===== config.mk =====
export PLATFORM = sky130hd
export DESIGN_NAME = frc_cmp_timer
export DESIGN_NICKNAME = d
export VERILOG_FILES = /design/src/rtl/frc_pkg.sv /design/src/rtl/frc_regs.sv /design/src/rtl/frc_counter.sv /design/src/rtl/frc_compare.sv /design/src/rtl/frc_irq.sv /design/src/rtl/frc_cmp_timer.sv
export SDC_FILE = /design/constraint.sdc
export NUM_CORES = 1
export LEC_CHECK = 0
export ABC_CLOCK_PERIOD_IN_PS = 4460
export CAP_MARGIN = 10
export CORE_UTILIZATION = 50
export DETAILED_ROUTE_END_ITERATION = 10
export DONT_BUFFER_PORTS = 1
export SLEW_MARGIN = 20
export SYNTH_ARGS = -nofsm -noshare
export SYNTH_HDL_FRONTEND = slang
export SYNTH_SLANG_ARGS = --single-unit

===== constraint.sdc =====
create_clock -name clk -period 4.46 [get_ports clk]
set_input_delay 0.446 -clock clk [delete_from_list [all_inputs] [get_ports clk]]
set_output_delay 0.446 -clock clk [all_outputs]
set_load 0.03 [all_outputs]

===== src/rtl/frc_pkg.sv =====
package frc_pkg;
    localparam int unsigned WORD_W = 32;
    localparam int unsigned ADDR_W = 12;

    // register offsets (bytes)
    localparam int unsigned OFS_CNT_LO  = 'h100;
    localparam int unsigned OFS_CNT_HI  = 'h104;
    localparam int unsigned OFS_CMP_LO  = 'h200;
    localparam int unsigned OFS_CMP_HI  = 'h204;
    localparam int unsigned OFS_STEP    = 'h208;
    localparam int unsigned OFS_CTRL    = 'h240;
    localparam int unsigned OFS_STAT    = 'h244;
    localparam int unsigned OFS_IEN     = 'h248;

    // control bit positions
    localparam int unsigned BIT_RUN   = 8;
    localparam int unsigned BIT_AUTO  = 1;
    localparam int unsigned BIT_CMPEN = 0;

    typedef enum logic [1:0] {
        CMP_OFF   = 2'd0,
        CMP_ARMED = 2'd1,
        CMP_SPENT = 2'd2
    } cmp_state_e;

    typedef struct packed {
        logic run;
        logic auto_inc;
        logic cmp_en;
    } ctrl_t;

    typedef struct packed {
        logic cnt_lo;
        logic cnt_hi;
        logic cmp_lo;
        logic cmp_hi;
        logic step;
        logic ctrl;
        logic stat;
        logic ien;
    } wr_sel_t;
endpackage


===== src/rtl/frc_regs.sv =====
module frc_regs
    import frc_pkg::*;
#(
    parameter int unsigned WORD_W = frc_pkg::WORD_W,
    parameter int unsigned ADDR_W = frc_pkg::ADDR_W
) (
    input  logic                clk,
    input  logic                rst_n,
    input  logic                bus_sel,
    input  logic                bus_we,
    input  logic [ADDR_W-1:0]   bus_addr,
    input  logic                wd_run,
    input  logic                wd_auto,
    input  logic                wd_cmpen,
    input  logic                wd_ien,
    input  logic [2*WORD_W-1:0] count,
    input  logic [2*WORD_W-1:0] cmp_val,
    input  logic [WORD_W-1:0]   step_val,
    input  logic                status,
    output wr_sel_t             wr_sel,
    output ctrl_t               ctrl,
    output logic                int_en,
    output logic [WORD_W-1:0]   bus_rdata
);
    localparam int unsigned CNT_W = 2 * WORD_W;

    logic              wr_stb;
    logic              rd_stb;
    logic [WORD_W-1:0] rd_mux;

    assign wr_stb = bus_sel && bus_we;
    assign rd_stb = bus_sel && !bus_we;

    // write decode
    always_comb begin
        wr_sel = '0;
        if (wr_stb) begin
            case (bus_addr)
                ADDR_W'(OFS_CNT_LO): wr_sel.cnt_lo = 1'b1;
                ADDR_W'(OFS_CNT_HI): wr_sel.cnt_hi = 1'b1;
                ADDR_W'(OFS_CMP_LO): wr_sel.cmp_lo = 1'b1;
                ADDR_W'(OFS_CMP_HI): wr_sel.cmp_hi = 1'b1;
                ADDR_W'(OFS_STEP):   wr_sel.step   = 1'b1;
                ADDR_W'(OFS_CTRL):   wr_sel.ctrl   = 1'b1;
                ADDR_W'(OFS_STAT):   wr_sel.stat   = 1'b1;
                ADDR_W'(OFS_IEN):    wr_sel.ien    = 1'b1;
                default:             wr_sel        = '0;
            endcase
        end
    end

    // control and interrupt enable
    always_ff @(posedge clk or negedge rst_n) begin
        if (!rst_n) begin
            ctrl   <= '0;
            int_en <= 1'b0;
        end else begin
            if (wr_sel.ctrl) begin
                ctrl.run      <= wd_run;
                ctrl.auto_inc <= wd_auto;
                ctrl.cmp_en   <= wd_cmpen;
            end
            if (wr_sel.ien) begin
                int_en <= wd_ien;
            end
        end
    end

    // read mux
    always_comb begin
        rd_mux = '0;
        case (bus_addr)
            ADDR_W'(OFS_CNT_LO): rd_mux = count[WORD_W-1:0];
            ADDR_W'(OFS_CNT_HI): rd_mux = count[CNT_W-1:WORD_W];
            ADDR_W'(OFS_CMP_LO): rd_mux = cmp_val[WORD_W-1:0];
            ADDR_W'(OFS_CMP_HI): rd_mux = cmp_val[CNT_W-1:WORD_W];
            ADDR_W'(OFS_STEP):   rd_mux = step_val;
            ADDR_W'(OFS_CTRL): begin
                rd_mux[BIT_RUN]   = ctrl.run;
                rd_mux[BIT_AUTO]  = ctrl.auto_inc;
                rd_mux[BIT_CMPEN] = ctrl.cmp_en;
            end
            ADDR_W'(OFS_STAT):   rd_mux[0] = status;
            ADDR_W'(OFS_IEN):    rd_mux[0] = int_en;
            default:             rd_mux = '0;
        endcase
    end

    always_ff @(posedge clk or negedge rst_n) begin
        if (!rst_n) begin
            bus_rdata <= '0;
        end else if (rd_stb) begin
            bus_rdata <= rd_mux;
        end
    end
endmodule


===== src/rtl/frc_counter.sv =====
module frc_counter #(
    parameter int unsigned WORD_W = frc_pkg::WORD_W
) (
    input  logic                clk,
    input  logic                rst_n,
    input  logic                run,
    input  logic                ld_lo,
    input  logic                ld_hi,
    input  logic [WORD_W-1:0]   wdata,
    output logic [2*WORD_W-1:0] count
);
    localparam int unsigned CNT_W = 2 * WORD_W;

    logic [CNT_W-1:0] count_nx;

    always_comb begin
        count_nx = count;
        if (ld_lo || ld_hi) begin
            if (ld_lo) count_nx[WORD_W-1:0]     = wdata;
            if (ld_hi) count_nx[CNT_W-1:WORD_W] = wdata;
        end else if (run) begin
            // full-width increment: carry reaches the upper word this clock
            count_nx = count + CNT_W'(1);
        end
    end

    always_ff @(posedge clk or negedge rst_n) begin
        if (!rst_n) count <= '0;
        else        count <= count_nx;
    end
endmodule


===== src/rtl/frc_compare.sv =====
module frc_compare
    import frc_pkg::*;
#(
    parameter int unsigned WORD_W = frc_pkg::WORD_W
) (
    input  logic                clk,
    input  logic                rst_n,
    input  logic                cmp_en,
    input  logic                auto_inc,
    input  logic [2*WORD_W-1:0] count,
    input  logic                ld_lo,
    input  logic                ld_hi,
    input  logic                ld_step,
    input  logic [WORD_W-1:0]   wdata,
    output logic [2*WORD_W-1:0] cmp_val,
    output logic [WORD_W-1:0]   step_val,
    output logic                match
);
    localparam int unsigned CNT_W = 2 * WORD_W;

    cmp_state_e state_q, state_nx;
    logic       hit;
    logic       ld_any;
    logic       bump;

    assign hit    = (count == cmp_val);
    assign ld_any = ld_lo || ld_hi;

    // state register
    always_ff @(posedge clk or negedge rst_n) begin
        if (!rst_n) state_q <= CMP_OFF;
        else        state_q <= state_nx;
    end

    // next state
    always_comb begin
        state_nx = state_q;
        unique case (state_q)
            CMP_OFF: begin
                if (cmp_en) state_nx = CMP_ARMED;                // arm
            end
            CMP_ARMED: begin
                if (!cmp_en)              state_nx = CMP_OFF;    // disarm
                else if (hit && !auto_inc) state_nx = CMP_SPENT; // fire
                else                      state_nx = CMP_ARMED;  // repeat
            end
            CMP_SPENT: begin
                if (!cmp_en)     state_nx = CMP_OFF;             // disarm
                else if (ld_any) state_nx = CMP_ARMED;           // rearm
            end
            default: state_nx = CMP_OFF;
        endcase
    end

    // outputs
    always_comb begin
        match = 1'b0;
        bump  = 1'b0;
        unique case (state_q)
            CMP_ARMED: begin
                match = cmp_en && hit;
                bump  = cmp_en && hit && auto_inc && !ld_any;
            end
            CMP_OFF, CMP_SPENT: begin
                match = 1'b0;
                bump  = 1'b0;
            end
            default: begin
                match = 1'b0;
                bump  = 1'b0;
            end
        endcase
    end

    // compare target and step
    always_ff @(posedge clk or negedge rst_n) begin
        if (!rst_n) begin
            cmp_val  <= '0;
            step_val <= '0;
        end else begin
            if (ld_lo) cmp_val[WORD_W-1:0]     <= wdata;
            if (ld_hi) cmp_val[CNT_W-1:WORD_W] <= wdata;
            if (bump)  cmp_val <= cmp_val + CNT_W'(step_val);
            if (ld_step) step_val <= wdata;
        end
    end
endmodule


===== src/rtl/frc_irq.sv =====
module frc_irq (
    input  logic clk,
    input  logic rst_n,
    input  logic set,
    input  logic clr_wr,
    input  logic clr_bit,
    input  logic int_en,
    output logic status,
    output logic irq
);
    always_ff @(posedge clk or negedge rst_n) begin
        if (!rst_n)                status <= 1'b0;
        else if (set)              status <= 1'b1;   // set beats clear
        else if (clr_wr && clr_bit) status <= 1'b0;
    end

    assign irq = status && int_en;
endmodule


===== src/rtl/frc_cmp_timer.sv =====
module frc_cmp_timer
    import frc_pkg::*;
#(
    parameter int unsigned WORD_W = frc_pkg::WORD_W,
    parameter int unsigned ADDR_W = frc_pkg::ADDR_W
) (
    input  logic              clk,
    input  logic              rst_n,
    input  logic              bus_sel,
    input  logic              bus_we,
    input  logic [ADDR_W-1:0] bus_addr,
    input  logic [WORD_W-1:0] bus_wdata,
    output logic [WORD_W-1:0] bus_rdata,
    output logic              irq
);
    localparam int unsigned CNT_W = 2 * WORD_W;

    wr_sel_t           wr_sel;
    ctrl_t             ctrl_q;
    logic              int_en_q;
    logic [CNT_W-1:0]  count_q;
    logic [CNT_W-1:0]  cmp_q;
    logic [WORD_W-1:0] step_q;
    logic              match;
    logic              status_q;
    logic              cnt_ld;
    logic              cmp_ld;
    logic              stat_clr;

    assign cnt_ld   = wr_sel.cnt_lo || wr_sel.cnt_hi;
    assign cmp_ld   = wr_sel.cmp_lo || wr_sel.cmp_hi;
    assign stat_clr = wr_sel.stat && bus_wdata[0];

    frc_regs #(.WORD_W(WORD_W), .ADDR_W(ADDR_W)) u_regs (
        .clk       (clk),
        .rst_n     (rst_n),
        .bus_sel   (bus_sel),
        .bus_we    (bus_we),
        .bus_addr  (bus_addr),
        .wd_run    (bus_wdata[BIT_RUN]),
        .wd_auto   (bus_wdata[BIT_AUTO]),
        .wd_cmpen  (bus_wdata[BIT_CMPEN]),
        .wd_ien    (bus_wdata[0]),
        .count     (count_q),
        .cmp_val   (cmp_q),
        .step_val  (step_q),
        .status    (status_q),
        .wr_sel    (wr_sel),
        .ctrl      (ctrl_q),
        .int_en    (int_en_q),
        .bus_rdata (bus_rdata)
    );

    frc_counter #(.WORD_W(WORD_W)) u_cnt (
        .clk   (clk),
        .rst_n (rst_n),
        .run   (ctrl_q.run),
        .ld_lo (wr_sel.cnt_lo),
        .ld_hi (wr_sel.cnt_hi),
        .wdata (bus_wdata),
        .count (count_q)
    );

    frc_compare #(.WORD_W(WORD_W)) u_cmp (
        .clk      (clk),
        .rst_n    (rst_n),
        .cmp_en   (ctrl_q.cmp_en),
        .auto_inc (ctrl_q.auto_inc),
        .count    (count_q),
        .ld_lo    (wr_sel.cmp_lo),
        .ld_hi    (wr_sel.cmp_hi),
        .ld_step  (wr_sel.step),
        .wdata    (bus_wdata),
        .cmp_val  (cmp_q),
        .step_val (step_q),
        .match    (match)
    );

    frc_irq u_irq (
        .clk     (clk),
        .rst_n   (rst_n),
        .set     (match),
        .clr_wr  (wr_sel.stat),
        .clr_bit (bus_wdata[0]),
        .int_en  (int_en_q),
        .status  (status_q),
        .irq     (irq)
    );
endmodule


==> results.sh, run 1 <==
export IMPL_ctsHtreeMaxLevel=4
export IMPL_finClkSkew_ns=0.0175
export IMPL_gp_congestion=1.04
export IMPL_synthesis_area_um2=13300
export IMPL_port_buffers=0
export IMPL_initial_core_util=0.511
export IMPL_cts_resized=0
export IMPL_antenna_found_initial=0
export IMPL_grt_pass1_wl_mm=72.6
export IMPL_ioPinCount=81
export IMPL_p_leak_nw=6.09
export IMPL_yosys_area_share_simple=0.176
export IMPL_ant_nets=0
export IMPL_worstPathArrival_ns=4.14
export IMPL_coreArea_um2=26100
export IMPL_maxCapViolations=0
export IMPL_synth_cells=1543
export IMPL_cts_sinks=199
export IMPL_ys_warnings_count=0
export IMPL_avgSynthCellArea_um2=8.62
export IMPL_syn_nets=1625
export IMPL_synth_top_family_by_area="compound AO/OA/AOI/OAI gates"
export IMPL_fp_dieW_um=165
export IMPL_vias=12600
export IMPL_die_area_um2=27300
export IMPL_placed_area_um2=13500
export IMPL_finalWorstSetupSlack_ns=0.657
export IMPL_tightest_slew_ns=1.16
export IMPL_maxSlewViolCount=0
export IMPL_rows=59
export IMPL_wl_per_cell_um=26.6
export IMPL_power_internal_mw=2.65
export IMPL_slew_limit_headroom=0.223
export IMPL_drt_first_pass_iters=7
export IMPL_power_frac_clock=0.470
export IMPL_synth_compound_area_frac=0.276
export IMPL_period_needed_ns=3.80
export IMPL_fin_setup_tns_ns=0
export IMPL_power_net_switching_mw=0.866
export IMPL_violations="hold timing"
export IMPL_cts_root_buf="clkbuf_16"
export IMPL_synth_seq_cells=199
export IMPL_end_kind="register"
export IMPL_cp_data_required_time_ns=4.80
export IMPL_hold_viol=199
export IMPL_finalCritPeriodShare=0.853
export IMPL_clk_latency_ns=0.46
export IMPL_stdcell_area_um2=14200
export IMPL_area_growth_pct=6.39
export IMPL_critPathMaxFanout=70
export IMPL_clockBufferDepth=2
export IMPL_grt_pass1_vias=11400
export IMPL_p_per_area_nw_per_um2=248
export IMPL_final_layout_size_suffix_gt1_frac=0.0960
export IMPL_ir_worst_vdd_mv=0.243
export IMPL_die_y_um=165
export IMPL_drc_errors=0
export IMPL_drtIter0Drc=1808
export IMPL_path_clk_slew_ns=0.09
export IMPL_num_antenna_cells=0
export IMPL_overflow=0
export IMPL_hp_class="in -> async"
export IMPL_rsz0062_at_grt="false"
export IMPL_seqPwrFrac=0.518
export IMPL_hpwl_mm=34.8
export IMPL_synthFlopType="dfrtp_1"
export IMPL_synthMuxAreaShare=0.0358
export IMPL_power_total_mw=3.51
export IMPL_wirelength_mm=48.6
export IMPL_async_flop_share=1.00
export IMPL_vias_per_cell=6.92
export IMPL_synth_xor_area_frac=0.0592
export IMPL_holdWs_ns=-0.317
export IMPL_cts_tree="yes"
export IMPL_finalSetupViolations=0
export IMPL_seq_area_frac_synth=0.374
export IMPL_swShare=0.247
export IMPL_share_comb_of_total_power=0.013
export IMPL_synth_edf_count=0
export IMPL_grt_max_degree=200
export IMPL_nets=1559
export IMPL_dp_slack_ns=0.771
export IMPL_synthAdderAreaFrac=0.0325
export IMPL_path_class="reg -> reg"
export IMPL_cp_start_kind="register"
export IMPL_max_freq_mhz=263
export IMPL_gr_usage_all_layers=0.363
export IMPL_cts_made_buffers=17
export IMPL_yosysUniqueCellTypes=84
export IMPL_status="finished with violations"
[worst paths after layout]
path                                                      from                              end  slack (ns)  depth (start not counted)
worst max-delay path              u_cmp.cmp_val[8]$_DFFE_PN0P_    u_cmp.cmp_val[45]$_DFFE_PN0P_        0.66                         10
worst min-delay path                                     rst_n       u_regs.ctrl[2]$_DFFE_PN0P_       -0.32                          0
worst max register to register    u_cmp.cmp_val[8]$_DFFE_PN0P_    u_cmp.cmp_val[45]$_DFFE_PN0P_        0.66                         10
worst min register to register  u_cmp.step_val[13]$_DFFE_PN0P_   u_cmp.step_val[13]$_DFFE_PN0P_        0.55                          1
max in group asynchronous                                rst_n  u_regs.bus_rdata[0]$_DFFE_PN0P_        4.16                          0
min in group clk                                  bus_wdata[3]     u_cmp.cmp_val[3]$_DFFE_PN0P_        0.11                          2
[sequential cells by signal (all words and copies together), names as in the netlist]
name              count
u_cmp.step_val       32
u_irq.status          1
u_cnt.count          64
u_regs.int_en         1
u_cmp.state_q         2
u_regs.ctrl           3
u_regs.bus_rdata     32
u_cmp.cmp_val        64
[area by class of cell]
cell class	instances	area, um^2
fillers	2486	11900
multi-input cells	1200	7740
flip-flops and latches	199	4980
clock buffers	18	439
well taps	335	419
repair buffers	42	328
clock inverters	14	178
inverters	17	68.8
[metal layers]
layer	global-route usage	up-vias	wire [um]
li1	-	5679	-
met1	0.556	6198	21800
met2	0.517	693	20400
met3	0.0649	62	5330
met4	0.0984	0	1110
met5	0	-	0
[what timing repair did]
item / CTS / global route
buffers inserted: 0 / 0
hold endpoints to repair: 199 / 199
endpoints found under the setup margin: 0 / 0
[placed cells by master (no fill, tap or decap), types with 9 or more instances in the layout]
cell and count:
nor3_1 15, nand3_1 71, o211ai_1 12, o22ai_1 26, nand2_1 155, ha_1 33
mux2_2 37, or3_1 11, and2_1 12, clkbuf_16 17, a31oi_1 20, nor2_1 77
and3_1 18, xor2_1 16, a22oi_1 63, a21oi_1 166, inv_1 15, o311ai_0 14
o21ai_0 108, nand4_1 45, dfrtp_1 199, a222oi_1 29, buf_4 41, nor2_2 9
xnor2_1 74, a21o_1 53
[power by group through the flow]
stage,combinational (mW),clock [mW],sequential (mW)
2_1_floorplan,0.0323,0,1.85
3_3_place_gp,0.0430,0,1.85
3_5_place_dp,0.0431,0,1.85
4_1_cts,0.0432,1.67,1.82
5_1_grt,0.0479,1.73,1.82
6_report,0.0441,1.65,1.82
[worst max-delay path, cell delays in order (launching register included)]
cell,delay (ns)
dfrtp_1,0.46
xnor2_1,0.33
nand4_1,0.17
nor4_1,0.41
nand4_1,0.32
or4_2,0.79
buf_4,0.39
nor4_1,0.36
nand3_1,0.13
mux2i_1,0.15
a21o_1,0.16
[cells by family after synthesis]
family,after synthesis
mux,43
simple gates,470
xor+xnor,90
fa+ha+maj,34
compound gates,563
flops,199
buf+inv,144
[cells in the mapped netlist, types with 7 or more instances]
library cell	count	area [um^2]
a21o_1	53	398
a21oi_1	166	831
a222oi_1	29	290
a22oi_1	63	473
a31oi_1	20	125
a41oi_1	7	61.3
and2_1	12	75.1
and3_1	18	113
and4_1	8	70.1
buf_1	8	30.0
buf_2	35	175
clkbuf_1	76	285
dfrtp_1	199	4980
ha_1	33	413
inv_1	15	56.3
mux2_2	37	417
nand2_1	155	582
nand2b_1	8	50.1
nand3_1	71	355
nand4_1	45	282
nor2_1	83	312
nor3_1	18	90.1
nor4_1	8	50.1
o211ai_1	12	90.1
o21ai_0	108	541
o22ai_1	26	163
o311ai_0	14	123
or3_1	11	68.8
xnor2_1	74	648
xor2_1	16	140
[per-stage QoR]
step / instances / util
finish: 1825 / 0.543
global route: 1825 / 0.543
global placement: 1793 / 0.520
floorplan: 1543 / -
detailed placement: 1793 / 0.520
CTS: 1825 / 0.543
No activity file was read; power rests on OpenSTA's default activity.
==> run 2, diff against run 1 <==
--- a/config.mk
+++ b/config.mk
@@ -10,6 +10,7 @@
 export CORE_UTILIZATION = 50
 export DETAILED_ROUTE_END_ITERATION = 10
 export DONT_BUFFER_PORTS = 1
+export GPL_TIMING_DRIVEN = 0
 export SLEW_MARGIN = 20
 export SYNTH_ARGS = -nofsm -noshare
 export SYNTH_HDL_FRONTEND = slang
==> run 2 against run 1 <==
  * Total power grew 1.9%
  * Hold slack got worse by 0.0095 ns
  * Largest cell class unchanged
  * Maximum frequency down 6.8%
  * The flow still finishes with violations (hold timing)
  * Worst setup slack got worse by 0.28 ns
==> results.sh, run 2 (synthesis gave the netlist of run 1 again) <==
export IMPL_holdWs_ns=-0.326
export IMPL_path_class="reg -> reg"
export IMPL_cts_tree="yes"
export IMPL_final_cell_mix="dfrtp_1, a21oi_1, nand2_1"
export IMPL_r2r_start="u_cmp.cmp_val[0]$_DFFE_PN0P_"
export IMPL_final_layout_size_suffix_gt1_frac=0.0851
export IMPL_finClkSkew_ns=0.0182
export IMPL_hp_class="in -> async"
export IMPL_initial_core_util=0.511
export IMPL_maxSlewViolCount=0
export IMPL_overflow=0
export IMPL_hold_viol=199
export IMPL_coreArea_um2=26100
export IMPL_vias_per_cell=6.93
export IMPL_cpPeakStageDelay_ns=0.53
export IMPL_maxCapViolations=0
export IMPL_p_per_area_nw_per_um2=249
export IMPL_port_buffers=0
export IMPL_cp_start_kind="register"
export IMPL_cts_made_buffers=17
export IMPL_drc_errors=0
export IMPL_finalSetupViolations=0
export IMPL_slowest_stage="o31ai_2"
export IMPL_r2r_setup_slack_ns=0.38
export IMPL_status="finished with violations"
export IMPL_violations="hold timing"
export IMPL_regArea_um2=4980
export IMPL_slew_limit_headroom=0.326
export IMPL_ir_worst_vdd_mv=0.237
export IMPL_ctsHtreeMaxLevel=4
export IMPL_worstPathArrival_ns=4.43
export IMPL_cts_setup_buffers=0
export IMPL_multi_input_area_um2=7720
export IMPL_gp_congestion=1.10
export IMPL_highest_layer="met5"
export IMPL_cts_sinks=199
export IMPL_vias=13200
export IMPL_swShare=0.256
export IMPL_tightest_slew_ns=1.01
export IMPL_clk_latency_ns=0.46
export IMPL_gr_usage_all_layers=0.403
export IMPL_timing_critical_path_buf_inv=1
export IMPL_path_clk_slew_ns=0.09
export IMPL_finalCritPeriodShare=0.915
export IMPL_r2r_end="u_cmp.cmp_val[38]$_DFFE_PN0P_"
export IMPL_path_common_cell="o2111a_1"
export IMPL_num_antenna_cells=0
export IMPL_wirelength_mm=54.0
export IMPL_ioPinCount=81
export IMPL_antenna_found_initial=2
export IMPL_power_frac_clock=0.478
export IMPL_hpwl_mm=40.9
export IMPL_drt_first_pass_iters=9
export IMPL_end_kind="register"
export IMPL_fp_dieW_um=165
export IMPL_wl_met2_mm=23.4
export IMPL_grt_pass1_vias=12200
export IMPL_layout_commonest_cell="dfrtp_1"
export IMPL_fin_setup_tns_ns=0
export IMPL_ant_nets=0
export IMPL_power_net_switching_mw=0.915
export IMPL_rows=59
export IMPL_power_internal_mw=2.66
export IMPL_die_area_um2=27300
export IMPL_area_growth_pct=8.06
export IMPL_cp_data_required_time_ns=4.81
export IMPL_die_y_um=165
export IMPL_grt_max_degree=200
export IMPL_wl_met1_mm=22.4
export IMPL_critPathMaxFanout=10
export IMPL_share_comb_of_total_power=0.013
export IMPL_crit_family="compound AO/OA/AOI/OAI gates"
export IMPL_nets=1644
export IMPL_drtIter0Drc=1901
export IMPL_worstPathCellList="ha_1, fa_1, a211oi_1, o21ai_0, o2111a_1, o2111a_1, o31ai_2, o22ai_2, clkbuf_1, nor3b_1, a221o_1"
export IMPL_seqPwrFrac=0.509
export IMPL_cts_root_buf="clkbuf_16"
export IMPL_route_met3_wl_mm=5.65
export IMPL_power_total_mw=3.58
export IMPL_max_freq_mhz=245
export IMPL_fill_cells=2414
export IMPL_wl_per_cell_um=28.3
export IMPL_r2r_worst_path_cells=11
export IMPL_period_needed_ns=4.08
export IMPL_rsz0062_at_grt="false"
export IMPL_reg_top3="u_cmp.cmp_val x64, u_cnt.count x64"
export IMPL_p_leak_nw=6.17
export IMPL_grt_pass1_wl_mm=79.1
export IMPL_clockBufferDepth=2
==> run 2: cell types whose count changed in the layout (fill, tap and decap cells not counted), sizes merged <==
| cell | previous run | this run |
|---|---|---|
| clkbuf | 18 | 96 |
| buf | 42 | 49 |
| clkinv | 5 | 6 |
| clkinvlp | 1 | 0 |
==> run 2: layout make-up <==
class | count | share of cell area
clock buffer | 18 | 0.0305
clock inverter | 14 | 0.0142
multi-input combinational | 1200 | 0.537
inverter | 17 | 0.00479
buffer | 127 | 0.0382
tap | 335 | 0.0292
sequential | 199 | 0.346
==> run 2: worst reg2reg max path: stages (launching register included) <==
cell and delay, ns:
dfrtp_1 0.44, ha_1 0.29, fa_1 0.45, a211oi_1 0.32, o21ai_0 0.15, o2111a_1 0.20
o2111a_1 0.29, o31ai_2 0.53, o22ai_2 0.37, clkbuf_1 0.40, nor3b_1 0.25, a221o_1 0.28
==> run 2: repair_timing <==
action | CTS | global route
gates resized for setup | 0 | 0
endpoints found under the setup margin | 0 | 0
hold endpoints to repair | 199 | 199
==> run 2: layer usage <==
metal	vias to the layer above	GRT usage
li1	5857	-
met4	2	0.190
met3	145	0.0629
met2	804	0.597
met1	6437	0.573
met5	-	0
==> run 2: metrics by stage <==
step	setup slack, ns	cells	instance area [um^2]	util
6_report	0.381	1910	14400	0.552
2_1_floorplan	1.33	1543	13300	-
3_5_place_dp	0.499	1878	13700	0.527
5_1_grt	0.263	1910	14400	0.552
4_1_cts	0.483	1910	14400	0.552
3_3_place_gp	0.518	1878	13700	0.527
==> run 2: worst max path at each step <==
| stage | end | slack [ns] | depth (start not counted) | startpoint |
|---|---|---|---|---|
| after detailed placement | u_cmp.cmp_val[38]$_DFFE_PN0P_ | 0.50 | 11 | u_cmp.cmp_val[0]$_DFFE_PN0P_ |
| after global placement | u_cmp.cmp_val[38]$_DFFE_PN0P_ | 0.52 | 11 | u_cmp.cmp_val[0]$_DFFE_PN0P_ |
| after floorplan | u_cmp.cmp_val[38]$_DFFE_PN0P_ | 1.33 | 11 | u_cmp.cmp_val[0]$_DFFE_PN0P_ |
| after global routing | u_cmp.cmp_val[50]$_DFFE_PN0P_ | 0.26 | 12 | u_cmp.cmp_val[0]$_DFFE_PN0P_ |
| final | u_cmp.cmp_val[38]$_DFFE_PN0P_ | 0.38 | 11 | u_cmp.cmp_val[0]$_DFFE_PN0P_ |
| after CTS | u_cmp.cmp_val[38]$_DFFE_PN0P_ | 0.48 | 11 | u_cmp.cmp_val[0]$_DFFE_PN0P_ |
==> run 2: power by group through the flow <==
stage | logic, mW | clock network, mW | registers (mW)
after floorplan | 0.0323 | 0 | 1.85
after global placement | 0.0451 | 0 | 1.85
after detailed placement | 0.0459 | 0 | 1.86
after CTS | 0.0460 | 1.72 | 1.82
after global routing | 0.0507 | 1.79 | 1.82
final | 0.0466 | 1.71 | 1.82
